$ cat config.mk
export PLATFORM = sky130hd
export DESIGN_NAME = wdt_timer
export DESIGN_NICKNAME = d
export VERILOG_FILES = /design/src/rtl/wdt_pkg.sv /design/src/rtl/wdt_prescaler.sv /design/src/rtl/wdt_count_unit.sv /design/src/rtl/wdt_ctrl_regs.sv /design/src/rtl/wdt_reset_pulse.sv /design/src/rtl/wdt_timer.sv
export SDC_FILE = /design/constraint.sdc
export NUM_CORES = 1
export LEC_CHECK = 0
export ABC_CLOCK_PERIOD_IN_PS = 2730
export BUFFER_PORTS_ARGS = -buffer_cell sky130_fd_sc_hd__buf_2
export CAP_MARGIN = 20
export CORE_ASPECT_RATIO = 0.9
export CORE_MARGIN = 10
export CORE_UTILIZATION = 30
export DETAILED_ROUTE_END_ITERATION = 6
export SETUP_SLACK_MARGIN = 0.3
export SYNTH_ARGS = -nofsm -noshare
export SYNTH_HDL_FRONTEND = slang
export SYNTH_SLANG_ARGS = --single-unit
$ cat constraint.sdc
create_clock -name clk -period 2.73 [get_ports clk]
set_clock_uncertainty 0.05 [all_clocks]
set_input_delay 0.1365 -clock clk [delete_from_list [all_inputs] [get_ports clk]]
set_output_delay 0.1365 -clock clk [all_outputs]
set_load 0.01 [all_outputs]
$ cat src/rtl/wdt_pkg.sv
package wdt_pkg;
   localparam int NUM_TAPS  = 8;
   localparam int SEL_W     = 3;
   localparam int MAX_LOG2  = 17;

   // log2 of the divisor selected by each select code
   function automatic int tap_log2(input int code);
      case (code)
         0:       return 1;
         1:       return 6;
         2:       return 7;
         3:       return 9;
         4:       return 11;
         5:       return 13;
         6:       return 15;
         default: return 17;
      endcase
   endfunction

   typedef struct packed {
      logic             mode;
      logic             en;
      logic [SEL_W-1:0] sel;
   } wdt_ctrl_t;
endpackage

$ cat src/rtl/wdt_prescaler.sv
module wdt_prescaler #(
   parameter int PRE_W  = wdt_pkg::MAX_LOG2,
   parameter int NTAPS  = wdt_pkg::NUM_TAPS
) (
   input  logic             clk,
   input  logic             rst_n,
   output logic [NTAPS-1:0] taps
);
   logic [PRE_W-1:0] pre_q;

   generate
      if (PRE_W < wdt_pkg::MAX_LOG2) begin : g_bad_width
         $error("prescaler narrower than the widest tap");
      end
   endgenerate

   always_ff @(posedge clk or negedge rst_n) begin
      if (!rst_n) pre_q <= '0;
      else        pre_q <= pre_q + 1'b1;
   end

   for (genvar t = 0; t < NTAPS; t++) begin : g_tap
      localparam int LG = wdt_pkg::tap_log2(t);
      assign taps[t] = &pre_q[LG-1:0];
   end
endmodule

$ cat src/rtl/wdt_count_unit.sv
module wdt_count_unit #(
   parameter int CNT_W = 8
) (
   input  logic             clk,
   input  logic             rst_n,
   input  logic             en,
   input  logic             tick,
   output logic [CNT_W-1:0] count,
   output logic             wrap
);
   localparam logic [CNT_W-1:0] CNT_MAX = {CNT_W{1'b1}};

   generate
      if (CNT_W < 2) begin : g_bad_cnt
         $error("counter too narrow");
      end
   endgenerate

   assign wrap = en && tick && (count == CNT_MAX);

   always_ff @(posedge clk or negedge rst_n) begin
      if (!rst_n)     count <= '0;
      else if (!en)   count <= '0;
      else if (tick)  count <= count + 1'b1;
   end
endmodule

$ cat src/rtl/wdt_ctrl_regs.sv
module wdt_ctrl_regs
   import wdt_pkg::*;
(
   input  logic       clk,
   input  logic       rst_n,
   input  logic       rd_stb,
   input  logic       key_wr,
   input  logic [7:0] wval,
   input  logic       ovf,
   input  logic       auto_clr,
   output logic       flag,
   output wdt_ctrl_t  ctrl
);
   logic armed_q;
   logic unused_rsv;

   assign unused_rsv = ^wval[4:3];

   always_ff @(posedge clk or negedge rst_n) begin
      if (!rst_n) begin
         flag    <= 1'b0;
         armed_q <= 1'b0;
         ctrl    <= '0;
      end else begin
         if (ovf)
            flag <= 1'b1;
         else if (auto_clr)
            flag <= 1'b0;
         else if (key_wr && !wval[7] && armed_q)
            flag <= 1'b0;

         if (rd_stb && flag)
            armed_q <= 1'b1;
         else if (key_wr)
            armed_q <= 1'b0;

         if (key_wr) begin
            ctrl.mode <= wval[6];
            ctrl.en   <= wval[5];
            ctrl.sel  <= wval[SEL_W-1:0];
         end
      end
   end
endmodule

$ cat src/rtl/wdt_reset_pulse.sv
module wdt_reset_pulse #(
   parameter int PULSE_LEN = 16
) (
   input  logic clk,
   input  logic rst_n,
   input  logic fire,
   output logic req,
   output logic ending
);
   localparam int PW = $clog2(PULSE_LEN + 1);
   localparam logic [PW-1:0] LEN = PW'(PULSE_LEN);

   logic [PW-1:0] left_q;

   generate
      if (PULSE_LEN < 1) begin : g_bad_len
         $error("pulse length must be at least one clock");
      end
   endgenerate

   assign req    = (left_q != '0);
   assign ending = (left_q == PW'(1));

   always_ff @(posedge clk or negedge rst_n) begin
      if (!rst_n)      left_q <= '0;
      else if (fire)   left_q <= LEN;
      else if (req)    left_q <= left_q - 1'b1;
   end
endmodule

$ cat src/rtl/wdt_timer.sv
module wdt_timer
   import wdt_pkg::*;
#(
   parameter int         CNT_W     = 8,
   parameter int         PULSE_LEN = 16,
   parameter logic [7:0] KEY       = 8'hA5
) (
   input  logic        clk,
   input  logic        rst_n,
   input  logic        bus_sel,
   input  logic        bus_wr,
   input  logic        bus_wide,
   input  logic [15:0] bus_wdata,
   output logic [7:0]  bus_rdata,
   input  logic        rst_enable,
   output logic        irq,
   output logic        rst_req,
   output logic [7:0]  count_out
);
   logic [NUM_TAPS-1:0] taps;
   logic                tap_tick;
   logic                wrap;
   logic                flag;
   logic                auto_clr;
   logic                key_wr;
   logic                rd_stb;
   logic [CNT_W-1:0]    count;
   wdt_ctrl_t           ctrl;

   generate
      if (CNT_W != 8) begin : g_bad_port
         $error("count_out is fixed at 8 bits");
      end
   endgenerate

   assign key_wr = bus_sel && bus_wr && bus_wide && (bus_wdata[15:8] == KEY);
   assign rd_stb = bus_sel && !bus_wr;

   wdt_prescaler #(.PRE_W(MAX_LOG2), .NTAPS(NUM_TAPS)) u_pre (
      .clk(clk), .rst_n(rst_n), .taps(taps)
   );

   assign tap_tick = taps[ctrl.sel];

   wdt_count_unit #(.CNT_W(CNT_W)) u_cnt (
      .clk(clk), .rst_n(rst_n), .en(ctrl.en), .tick(tap_tick),
      .count(count), .wrap(wrap)
   );

   wdt_ctrl_regs u_regs (
      .clk(clk), .rst_n(rst_n), .rd_stb(rd_stb), .key_wr(key_wr),
      .wval(bus_wdata[7:0]), .ovf(wrap), .auto_clr(auto_clr),
      .flag(flag), .ctrl(ctrl)
   );

   wdt_reset_pulse #(.PULSE_LEN(PULSE_LEN)) u_pulse (
      .clk(clk), .rst_n(rst_n), .fire(wrap && ctrl.mode && rst_enable),
      .req(rst_req), .ending(auto_clr)
   );

   assign irq       = flag && !ctrl.mode;
   assign count_out = count;
   assign bus_rdata = {flag, ctrl.mode, ctrl.en, 2'b11, ctrl.sel};
endmodule

# After elaboration in Yosys (flattened, before gate mapping)
# Cells that the tools add are included.
# word_totals
regBits,37
elab_cells,53
out_inout_bits,18
inputBits,22
# classes
n_reduce_logical,26
n_eq_ne,4
n_addsub,3
order_cmp,1
n_mux,11
# ops
operator,n
adder 17 x 1 -> 17 bit (second input constant),1
AND reduction 17 bit,1
== test 8 bit (second input constant),2
2-to-1 mux 8 bit,2
AND reduction 15 bit,1
AND reduction 13 bit,1
logical AND 1 bit,12
AND reduction 11 bit,1
2-to-1 mux 5 bit,2
AND reduction 9 bit,1
adder 8 x 1 -> 8 bit (second input constant),1
AND reduction 7 bit,1
2-to-1 mux 1 bit,6
AND reduction 6 bit,1
== test 5 x 1 -> 1 bit (second input constant),1
nonzero test 5 bit,1
subtractor 5 x 1 -> 5 bit (second input constant),1
< comparator 3 x 4 -> 1 bit (second input constant),1
nonzero test 2 bit,2
binary-select mux 1 bit (select 3 bit),1
logical NOT 1 bit,3
nonzero test 3 bit,1
!= test 2 bit (second input constant),1

# Longest topological paths before layout
# Gate-level depths: netlist of the first run.
# logic_depth
word_depth,8
ltp_mapped,11
ltp_nobuf,10

# Hierarchy
# From an unflattened synthesis of the first run, not the netlist that was laid out.
# hier_totals
cells_unflattened,164
area_unflattened_um2,1953.1
# by_module_without_submodules
mod,cells_each,area_per_inst_um2,seq_area_each_um2,instances
wdt_prescaler,66,823.3,425.4,1
wdt_count_unit,38,404.1,200.2,1
wdt_ctrl_regs,19,306.5,175.2,1
wdt_reset_pulse,27,280.3,125.1,1
wdt_timer,14,138.9,0.0,1

# Worst setup path after synthesis of the first run
# OpenSTA, ideal clock, no wires.
# synth_path
path_type,register to register
start,reg u_pre.pre_q[0]
end,reg u_cnt.count[7]
period_less_slack_ns,2.476
required_time_ns,2.602
setup_slack_ns,0.254
setup_ns,0.078
stages_incl_launch_ff,12
t_arrival_ns,2.349
n_path_buf,1
cell_sequence,dfrtp_1 ha_1 nand3_1 nor3_1 nor3b_1 ha_1 nand2_1 nand3_1 o32ai_1 buf_6 or4_1 a21oi_1
# synth_via
elab_chain_cells,4
# synth_rtl
item,line_no,rtl
start: declaration,wdt_prescaler.sv:9,logic [PRE_W-1:0] pre_q;
start signal: assignment,wdt_prescaler.sv:19,else pre_q <= pre_q + 1'b1;
"AND reduction 17 bit, or another cell as far along",wdt_prescaler.sv:24,assign taps[t] = &pre_q[LG-1:0];
binary-select mux 1 bit (select 3 bit) (*),wdt_timer.sv:43,assign tap_tick = taps[ctrl.sel];
2-to-1 mux 1 bit (not written as such) (*),wdt_timer.sv:43,
!= test 2 bit (no line) (*),-,
end signal: assignment,wdt_count_unit.sv:24,else if (tick) count <= count + 1'b1;
end: declaration,wdt_count_unit.sv:8,"output logic [CNT_W-1:0] count,"
# Mark *: on every way between the ends. The rest lies on a longest branch, timed or not. The select of a mux whose other input is x is not followed.
# A chain may end at the register's enable or synchronous reset.

# Final worst setup path of the first run
# layout_path
start,reg u_pre.pre_q[1]
end,reg u_cnt.count[6]
# Same word-level chain as after synthesis.

==> run metrics, run 1 <==
Syn Std Cell Area around 1900 um2; num rows 27; Flop pwr share 0.542; asr flop ratio synth 1.00; post-route ant nets 0; cells after synthesis approximately 190; wire per inst approximately 13 um; Worst Tran Pin Value slightly above 0.8 ns; Sw Ratio 0.273; Initial Utilization 0.310; max-slew violations 0; total of max-cap violations 0; Worst setup EP type flip-flop; Clock Power Share 0.338; pre-CTS setup slack approximately 0.11 ns; TritonCTS clock tree yes; sequential area share after synthesis 0.488; largest net degree at the start of global routing 38; dpl hpwl between 3000 and 4000 um; Post-synth EDFFs 0; Die Footprint just under 10000 um2; final hold vios 0; register bit total from synthesis 37; Routed Wire Length ~4400 um; clk root buf clkbuf_8; final worst setup slack 0.418 ns; Crit path arrival time between 2 and 2.5 ns; combinational share of power 0.120; Crit Path Max Fanout 7; Layout fillers 599; share of cells above drive strength 1 0.314; YS warnings 0; via count roughly 1500; # setup viols final 0; clock tree buffer depth 2; GPL Wtd Cong ~0.76; first-pass GRT wire length 7180 um; fin crit period 2.31 ns; gr ovfl total 0; diode count 0; core area a little over 6000 um2; synth unique cells 41; initial antenna violation count 0; top-count cell post-synth dfrtp_1; Hold WC Path Type in -> reg; fmax roughly 430 MHz; Mapped Avg Cell Area 10.1 um2; Worst-Skew Late Latency between 0.2 and 0.3 ns; status finished clean; final period utilization 0.847; Synth top cells by count dfrtp_1, nand2_1, nor2_1, nand3_1, inv_1; leading area contributor after synthesis dfrtp_1; vias per inst between 4 and 5; DR pass1 iterations 4; clock-pin slew on the worst setup and hold paths around 0.08 ns; Die Y-Extent 95.4 um; number of I/O pins 40; Synth-to-Final Area Change 29.8%; RSZ-0062 raised after global routing no; setup TNS 0 ns; Post-synth top flop dfrtp_1; CTS buffer count 5; vias in the first global route approximately 1500; Worst Setup Start Kind flip-flop; Crit path required time between 2 and 3 ns; Rel. slew slack 0.447; All-Layer GR Usage 0.0884; H-Tree Depth 2; DRC violation count after routing 0; Die Width a little over 100 um; Pleak about 1.2 nW; top cell type's share of synthesized area 0.488; Synth area leaders dfrtp_1, ha_1, xor2_1, nand2_1, nor2_1; clk sinks 37; port bufs 35; Switch Pwr 0.000302 W; Peak VDD IR between 300 and 400 uV; NumNets Final 273; CP Class reg -> reg; 1st-iter DRT viols slightly above 80; Pint 0.000804 W; P per Cell Area between 400 and 500 nW/um2
cell usage in the layout (no fill, tap or decap), types with 9 or more instances in the layout:
master and instances:
nor2_1 15, buf_4 17, inv_1 10, xor2_1 9
nand3_1 9, buf_2 35, nand2_1 19, dfrtp_1 37
worst max-delay path: stages (launching register included):
cell	delay, ns
dfrtp_1	0.40
ha_4	0.18
nand3_2	0.11
nor3_2	0.15
nor3b_2	0.21
ha_1	0.16
nand2_1	0.06
nand3_2	0.11
o32ai_4	0.13
or4_4	0.55
a21oi_2	0.13
sequential cells by signal, summed over array words and instances, names as in the netlist:
signal and count:
u_regs.ctrl 5, u_regs.armed_q 1, u_cnt.count 8, u_pre.pre_q 17
u_pulse.left_q 5, u_regs.flag 1
area by class of cell:
cell class | count | area, um2 | share of cell area
clock inverters | 2 | 10.0 | 0.00407
inverters | 10 | 37.5 | 0.0153
multi-input cells | 135 | 973 | 0.396
well taps | 87 | 109 | 0.0442
clock buffers | 6 | 72.6 | 0.0295
repair buffers | 55 | 333 | 0.135
flip-flops and latches | 37 | 926 | 0.376
metrics by stage:
step	power, W	hold slack, ns	util	cells	area, um2
2_1_floorplan	0.000667	-0.209	-	188	1900
3_3_place_gp	0.000724	0.242	0.357	309	2180
3_5_place_dp	0.000726	0.238	0.357	309	2180
4_1_cts	0.00111	0.00130	0.383	321	2340
5_1_grt	0.00117	0.0119	0.402	332	2460
6_report	0.00111	0.00316	0.402	332	2460
path summary, 6_finish.rpt:
check	from	end	slack [ns]	cells past startpoint
max in group asynchronous	rst_n	u_pre.pre_q[6]$_DFF_PN0_	1.67	2
min	bus_wdata[1]	u_regs.ctrl[1]$_DFFE_PN0P_	0.003	3
max	u_pre.pre_q[1]$_DFF_PN0_	u_cnt.count[6]$_DFFE_PN0P_	0.42	10
max reg2reg	u_pre.pre_q[1]$_DFF_PN0_	u_cnt.count[6]$_DFFE_PN0P_	0.42	10
min reg2reg	u_pre.pre_q[16]$_DFF_PN0_	u_pre.pre_q[16]$_DFF_PN0_	0.43	1
min in group asynchronous	rst_n	u_regs.ctrl[1]$_DFFE_PN0P_	0.44	2
layer usage:
layer	global-route usage	wire, um	part of all wire
met5	0	0	0
met4	0.0382	61	0.014
met3	0.0229	100	0.023
met2	0.148	2190	0.50
met1	0.107	2040	0.46
cells by family (layout without fill, tap and decap cells):
group                      Yosys count  after routing  share of synthesized area
muxes                                8              8                     0.0442
xor gates and xnor gates            15             15                     0.0693
and+or+nand+nor                     80             80                      0.224
AOI/OAI and AO/OA                   23             23                     0.0825
buffers and inverters               16             73                     0.0436
DFF                                 37             37                      0.488
adders and majority gates            7              7                     0.0462
other                                1              2                    0.00198
power groups by stage:
stage	clock network [W]	logic, W	registers (W)
global route	0.000413	0.000149	0.000604
floorplan	0	0.0000591	0.000608
detailed placement	0	0.000118	0.000608
global placement	0	0.000116	0.000607
CTS	0.000390	0.000123	0.000598
finish	0.000374	0.000132	0.000599
repair_timing:
action | 4_1_cts | 5_1_grt
buffers inserted | 1 | 11
endpoints found under the setup margin | 13 | 11
hold buffers | 3 | 0
pin swaps | 1 | 5
hold endpoints to repair | 39 | 0
gates resized for setup | 6 | 7
Note: power is estimated with default switching activity, not from simulation.
==> inputs of run 2 (changes only) <==
- ABC_CLOCK_PERIOD_IN_PS: 2730 -> 2100
- clock period: 2.73 -> 2.1 ns (I/O delays scaled with it)
==> run 2 against run 1 <==
  * The run now ends with negative setup slack left
  * Critical endpoint is now u_pulse.left_q[4]$_DFFE_PN0P_
  * Die area unchanged
  * Count of clock-buffer cells in the layout unchanged
  * Combinational power increased by 54%
  * Routed wire length rose by 2.9%
  * Critical path type unchanged
  * Via count is 3.7% higher
  * Critical path depth is 2 higher
==> run metrics, run 2 (synthesis gave the netlist of run 1 again) <==
hold path endpoint u_regs.armed_q$_DFFE_PN0P_; 1st-iter DRT viols 34; Worst-Skew Late Latency 0.29 ns; P per Cell Area approximately 540 nW/um2; fin crit period between 2 and 2.5 ns; Worst setup EP type flip-flop; biggest regs u_pre.pre_q (17), u_cnt.count (8); dpl hpwl 3360 um; All-Layer GR Usage 0.0935; Peak VDD IR 323 uV; clk root buf clkbuf_8; commonest non-fill, non-tap cell in the layout dfrtp_1; clk sinks 37; Worst R2R Start u_pre.pre_q[1]$_DFF_PN0_; most flop-heavy register u_pre.pre_q; vias per inst around 4.5; initial antenna violation count 0; gr ovfl total 0; share of cells above drive strength 1 0.376; WL met3 about 170 um; Pwr Total 0.00146 W; Crit Path Max Fanout 9; DR pass1 iterations 4; Die Width 104 um; hold path startpoint bus_sel; TritonCTS clock tree yes; R2R Path End u_pulse.left_q[4]$_DFFE_PN0P_; final hold vios 0; DP Cell Count roughly 330; failing checks negative setup slack; max-slew violations 0; clock tree buffer depth 2; Largest register FFs 17; Worst Setup Start Kind flip-flop; clock-pin slew on the worst setup and hold paths 0.07 ns; Finished Layout Cells 353; diode count 0; H-Tree Depth 2; port bufs 35; final worst setup slack -0.128 ns; vias in the first global route around 1600; Crit path arrival time about 2.4 ns; final period utilization 1.06; first-pass GRT wire length between 7000 and 8000 um; pre-CTS setup slack -0.201 ns; num rows 27; NumNets Final about 300; Synth-to-Final Area Change 42.1%; CTS buffer count 5; # setup viols final 13; total of max-cap violations 0; CP Class reg -> reg; Die Y-Extent between 90 and 100 um; largest net degree at the start of global routing 38; via count approximately 1600; Pleak around 1.3 nW; core area 6110 um2; RSZ-0062 raised after global routing yes; hold path cells 3; Routed Wire Length roughly 4500 um; Die Footprint 9900 um2; Hold WC Path Type in -> reg; Initial Utilization 0.310; DRC violation count after routing 0; met1 wire length around 2200 um; most frequent cells in the layout dfrtp_1, buf_2, buf_4; Rel. slew slack 0.452; uppermost layer routed met4; worst r2r path cells 12; met2 routed WL roughly 2100 um; fmax 449 MHz; wire per inst between 10 and 15 um; Crit path required time roughly 2.2 ns; number of I/O pins 40; status finished with violations; Worst Tran Pin Value ~0.8 ns; flop2flop setup slack -0.13 ns; post-route ant nets 0; GPL Wtd Cong between 0.7 and 0.8
==> run 2: worst max-delay path: stages (launching register included) <==
cell	delay [ns]
dfrtp_1	0.41
ha_4	0.18
nand3_4	0.10
nor3_4	0.05
nor3b_2	0.16
ha_2	0.18
nand2_2	0.06
nand3_2	0.09
o32ai_4	0.25
buf_4	0.19
nor4_2	0.03
buf_4	0.16
a211o_1	0.22
==> run 2: where the power goes <==
part / switching (W) / total [W] / internal (W)
sequential: 0.0000384 / 0.000774 / 0.000736
clock: 0.000253 / 0.000483 / 0.000230
combinational: 0.000104 / 0.000203 / 0.0000986
==> run 2: worst max-delay path by stage <==
stage,endpoint,start,slack (ns)
6_report,u_pulse.left_q[4]$_DFFE_PN0P_,u_pre.pre_q[1]$_DFF_PN0_,-0.13
5_1_grt,u_cnt.count[5]$_DFFE_PN0P_,u_pre.pre_q[1]$_DFF_PN0_,-0.26
4_1_cts,u_cnt.count[6]$_DFFE_PN0P_,u_pre.pre_q[1]$_DFF_PN0_,-0.12
3_5_place_dp,u_cnt.count[6]$_DFFE_PN0P_,u_pre.pre_q[1]$_DFF_PN0_,-0.20
3_3_place_gp,u_cnt.count[6]$_DFFE_PN0P_,u_pre.pre_q[1]$_DFF_PN0_,-0.12
2_1_floorplan,u_cnt.count[7]$_DFFE_PN0P_,u_pre.pre_q[0]$_DFF_PN0_,-0.18
==> run 2: area by class of cell <==
| type | instances | area [um2] |
|---|---|---|
| flip-flops and latches | 37 | 926 |
| clock inverters | 2 | 10.0 |
| repair buffers | 76 | 508 |
| well taps | 87 | 109 |
| clock buffers | 6 | 72.6 |
| inverters | 10 | 37.5 |
| multi-input cells | 135 | 1030 |
| fillers | 612 | 3420 |
==> run 2: repair_timing <==
| item | CTS | global route |
|---|---|---|
| setup buffers | 5 | 1 |
| endpoints found under the hold margin | 43 | 0 |
| hold buffers | 7 | 0 |
| gates resized for setup | 9 | 8 |
| cloned | 0 | 0 |
| pin swaps | 5 | 1 |
| setup endpoints to repair | 14 | 14 |
==> run 2: routing by layer <==
metal,GRT usage,vias up
met4,0.0382,0
met2,0.146,27
met5,0,-
met1,0.119,761
met3,0.0283,6
li1,-,811
==> run 2: per-stage QoR <==
stage                     TNS [ns]  utilization  hold slack, ns  instance area, um2
final                       -0.948        0.441          0.0263                2690
after detailed placement     -1.55        0.395           0.220                2420
after global placement      -0.835        0.395           0.217                2420
after CTS                    -1.08        0.434          0.0175                2650
after floorplan             -0.831            -          -0.241                1970
after global routing         -2.99        0.441          0.0247                2690
==> inputs of run 3 (changes only) <==
- ABC_CLOCK_PERIOD_IN_PS: 2100 -> 2500
- CORE_UTILIZATION: 30 -> 33
- HOLD_SLACK_MARGIN: not set -> 0.15
- clock period: 2.1 -> 2.5 ns (I/O delays scaled with it)
==> run 3 against run 2 <==
  * The flow now finishes without violations
  * First-iteration DRC count up 120%
  * Design area about the same
  * Power down 15%
==> run metrics, run 3 (synthesis gave the netlist of run 1 again) <==
status finished clean; GPL Wtd Cong between 0.8 and 0.9; Sw Ratio 0.261; final hold vios 0; Worst setup EP type flip-flop; vias per inst ~5.0; setup TNS 0 ns; P per Cell Area 460 nW/um2; NumNets Final 287; TritonCTS clock tree yes; gr ovfl total 0; DP Cell Count about 290; Largest register FFs 17; share of cells above drive strength 1 0.376; initial antenna violation count 0; fin crit period between 2 and 2.5 ns; Synth-to-Final Area Change 42.2%; CP Class reg -> reg; Layout fillers 525; multi-input logic area 1110 um2; Pleak approximately 1.3 nW; DRC violation count after routing 0; RSZ-0062 raised after global routing yes; fmax roughly 430 MHz; Finished Layout Cells roughly 330; Switch Pwr 0.000324 W; Worst Setup Start Kind flip-flop; vias in the first global route 1577; final period utilization 0.932; number of I/O pins 40; Initial Utilization 0.337; Peak VDD IR 498 uV; Pint slightly above 0.0009 W; core area around 5600 um2; Hold WC Path Type in -> reg; port bufs 35; diode count 0; combinational share of power 0.133; Crit path required time about 2.7 ns; wire per inst between 10 and 15 um; flop2flop setup slack 0.17 ns; # setup viols final 0; most flop-heavy register u_pre.pre_q; Crit path arrival time around 2.5 ns; dpl hpwl between 3000 and 4000 um; total of max-cap violations 0; Routed Wire Length 4760 um; Die Width approximately 100 um; post-route ant nets 0; Die Footprint approximately 9200 um2; biggest regs u_pre.pre_q (17), u_cnt.count (8); Rel. slew slack 0.442; via count between 1500 and 2000; Storage cell area about 930 um2; clock-pin slew on the worst setup and hold paths about 0.080 ns; DR pass1 iterations 4; Clock Power Share 0.342; clk root buf clkbuf_8; Die Y-Extent slightly above 90 um; num rows 26; 1st-iter DRT viols 75; All-Layer GR Usage 0.0976; max-slew violations 0; first-pass GRT wire length about 7600 um; H-Tree Depth 2; Worst-Skew Late Latency 0.28 ns; most frequent cells in the layout dfrtp_1, buf_2, buf_4; largest net degree at the start of global routing 38; Worst Tran Pin Value around 0.84 ns; Flop pwr share 0.526; clk sinks 37; Crit Path Max Fanout 5; CTS buffer count 5; clock tree buffer depth 2; commonest non-fill, non-tap cell in the layout dfrtp_1
run 3: layer usage:
layer | vias to the layer above | GRT usage | part of all wire
met5 | - | 0 | 0
met4 | 0 | 0.0179 | 0.0036
met3 | 4 | 0.0308 | 0.037
met2 | 22 | 0.148 | 0.50
met1 | 804 | 0.134 | 0.46
li1 | 799 | - | -
run 3: metrics by stage:
| step | util | instance area, um2 | worst slack (ns) | hold WS, ns | total power [W] |
|---|---|---|---|---|---|
| 2_1_floorplan | - | 1970 | 0.224 | -0.221 | 0.000731 |
| 3_3_place_gp | 0.396 | 2230 | 0.132 | 0.235 | 0.000797 |
| 3_5_place_dp | 0.396 | 2230 | 0.0964 | 0.235 | 0.000799 |
| 4_1_cts | 0.443 | 2490 | 0.264 | 0.230 | 0.00124 |
| 5_1_grt | 0.479 | 2700 | 0.0666 | 0.288 | 0.00131 |
| 6_report | 0.479 | 2700 | 0.169 | 0.264 | 0.00124 |
run 3: worst paths after layout:
check                                             endpoint  cells past startpoint                      start
worst min register to register   u_pre.pre_q[11]$_DFF_PN0_                      1  u_pre.pre_q[11]$_DFF_PN0_
min in group asynchronous        u_pre.pre_q[12]$_DFF_PN0_                      2                      rst_n
max in group asynchronous         u_pre.pre_q[2]$_DFF_PN0_                      2                      rst_n
worst min-delay path            u_regs.ctrl[3]$_DFFE_PN0P_                      5              bus_wdata[10]
worst max register to register  u_cnt.count[7]$_DFFE_PN0P_                     11   u_pre.pre_q[1]$_DFF_PN0_
worst max-delay path            u_cnt.count[7]$_DFFE_PN0P_                     11   u_pre.pre_q[1]$_DFF_PN0_
run 3: critical path, cell delays in order, from the launching register on:
cell     delay (ns)
dfrtp_1        0.39
ha_4           0.17
nand3_4        0.10
nor3_4         0.14
nor3b_2        0.21
ha_2           0.22
nand2_2        0.07
nand3_4        0.11
buf_4          0.13
o32ai_4        0.10
or4_4          0.44
a21oi_2        0.12
run 3: power by group through the flow:
stage               sequential (W)  combinational, W  clock, W
CTS                       0.000651          0.000151  0.000436
global placement          0.000663          0.000134         0
detailed placement        0.000663          0.000136         0
floorplan                 0.000664         0.0000661         0
finish                    0.000652          0.000165  0.000424
global route              0.000658          0.000187  0.000461
run 3: final cells by class:
type | instances | area share
Clock buffer | 7 | 0.0320
Sequential cell | 37 | 0.344
Timing Repair Buffer | 68 | 0.167
Multi-Input combinational cell | 136 | 0.411
Inverter | 10 | 0.0139
Tap cell | 70 | 0.0325
run 3: timing repair:
| action | in CTS | in global routing |
|---|---|---|
| endpoints found under the setup margin | 12 | 14 |
| buffers inserted | 10 | 8 |
| hold buffers | 9 | 0 |
| pin swaps | 5 | 11 |
| gates resized for setup | 3 | 24 |
| cloned | 0 | 1 |
| endpoints found under the hold margin | 44 | 0 |
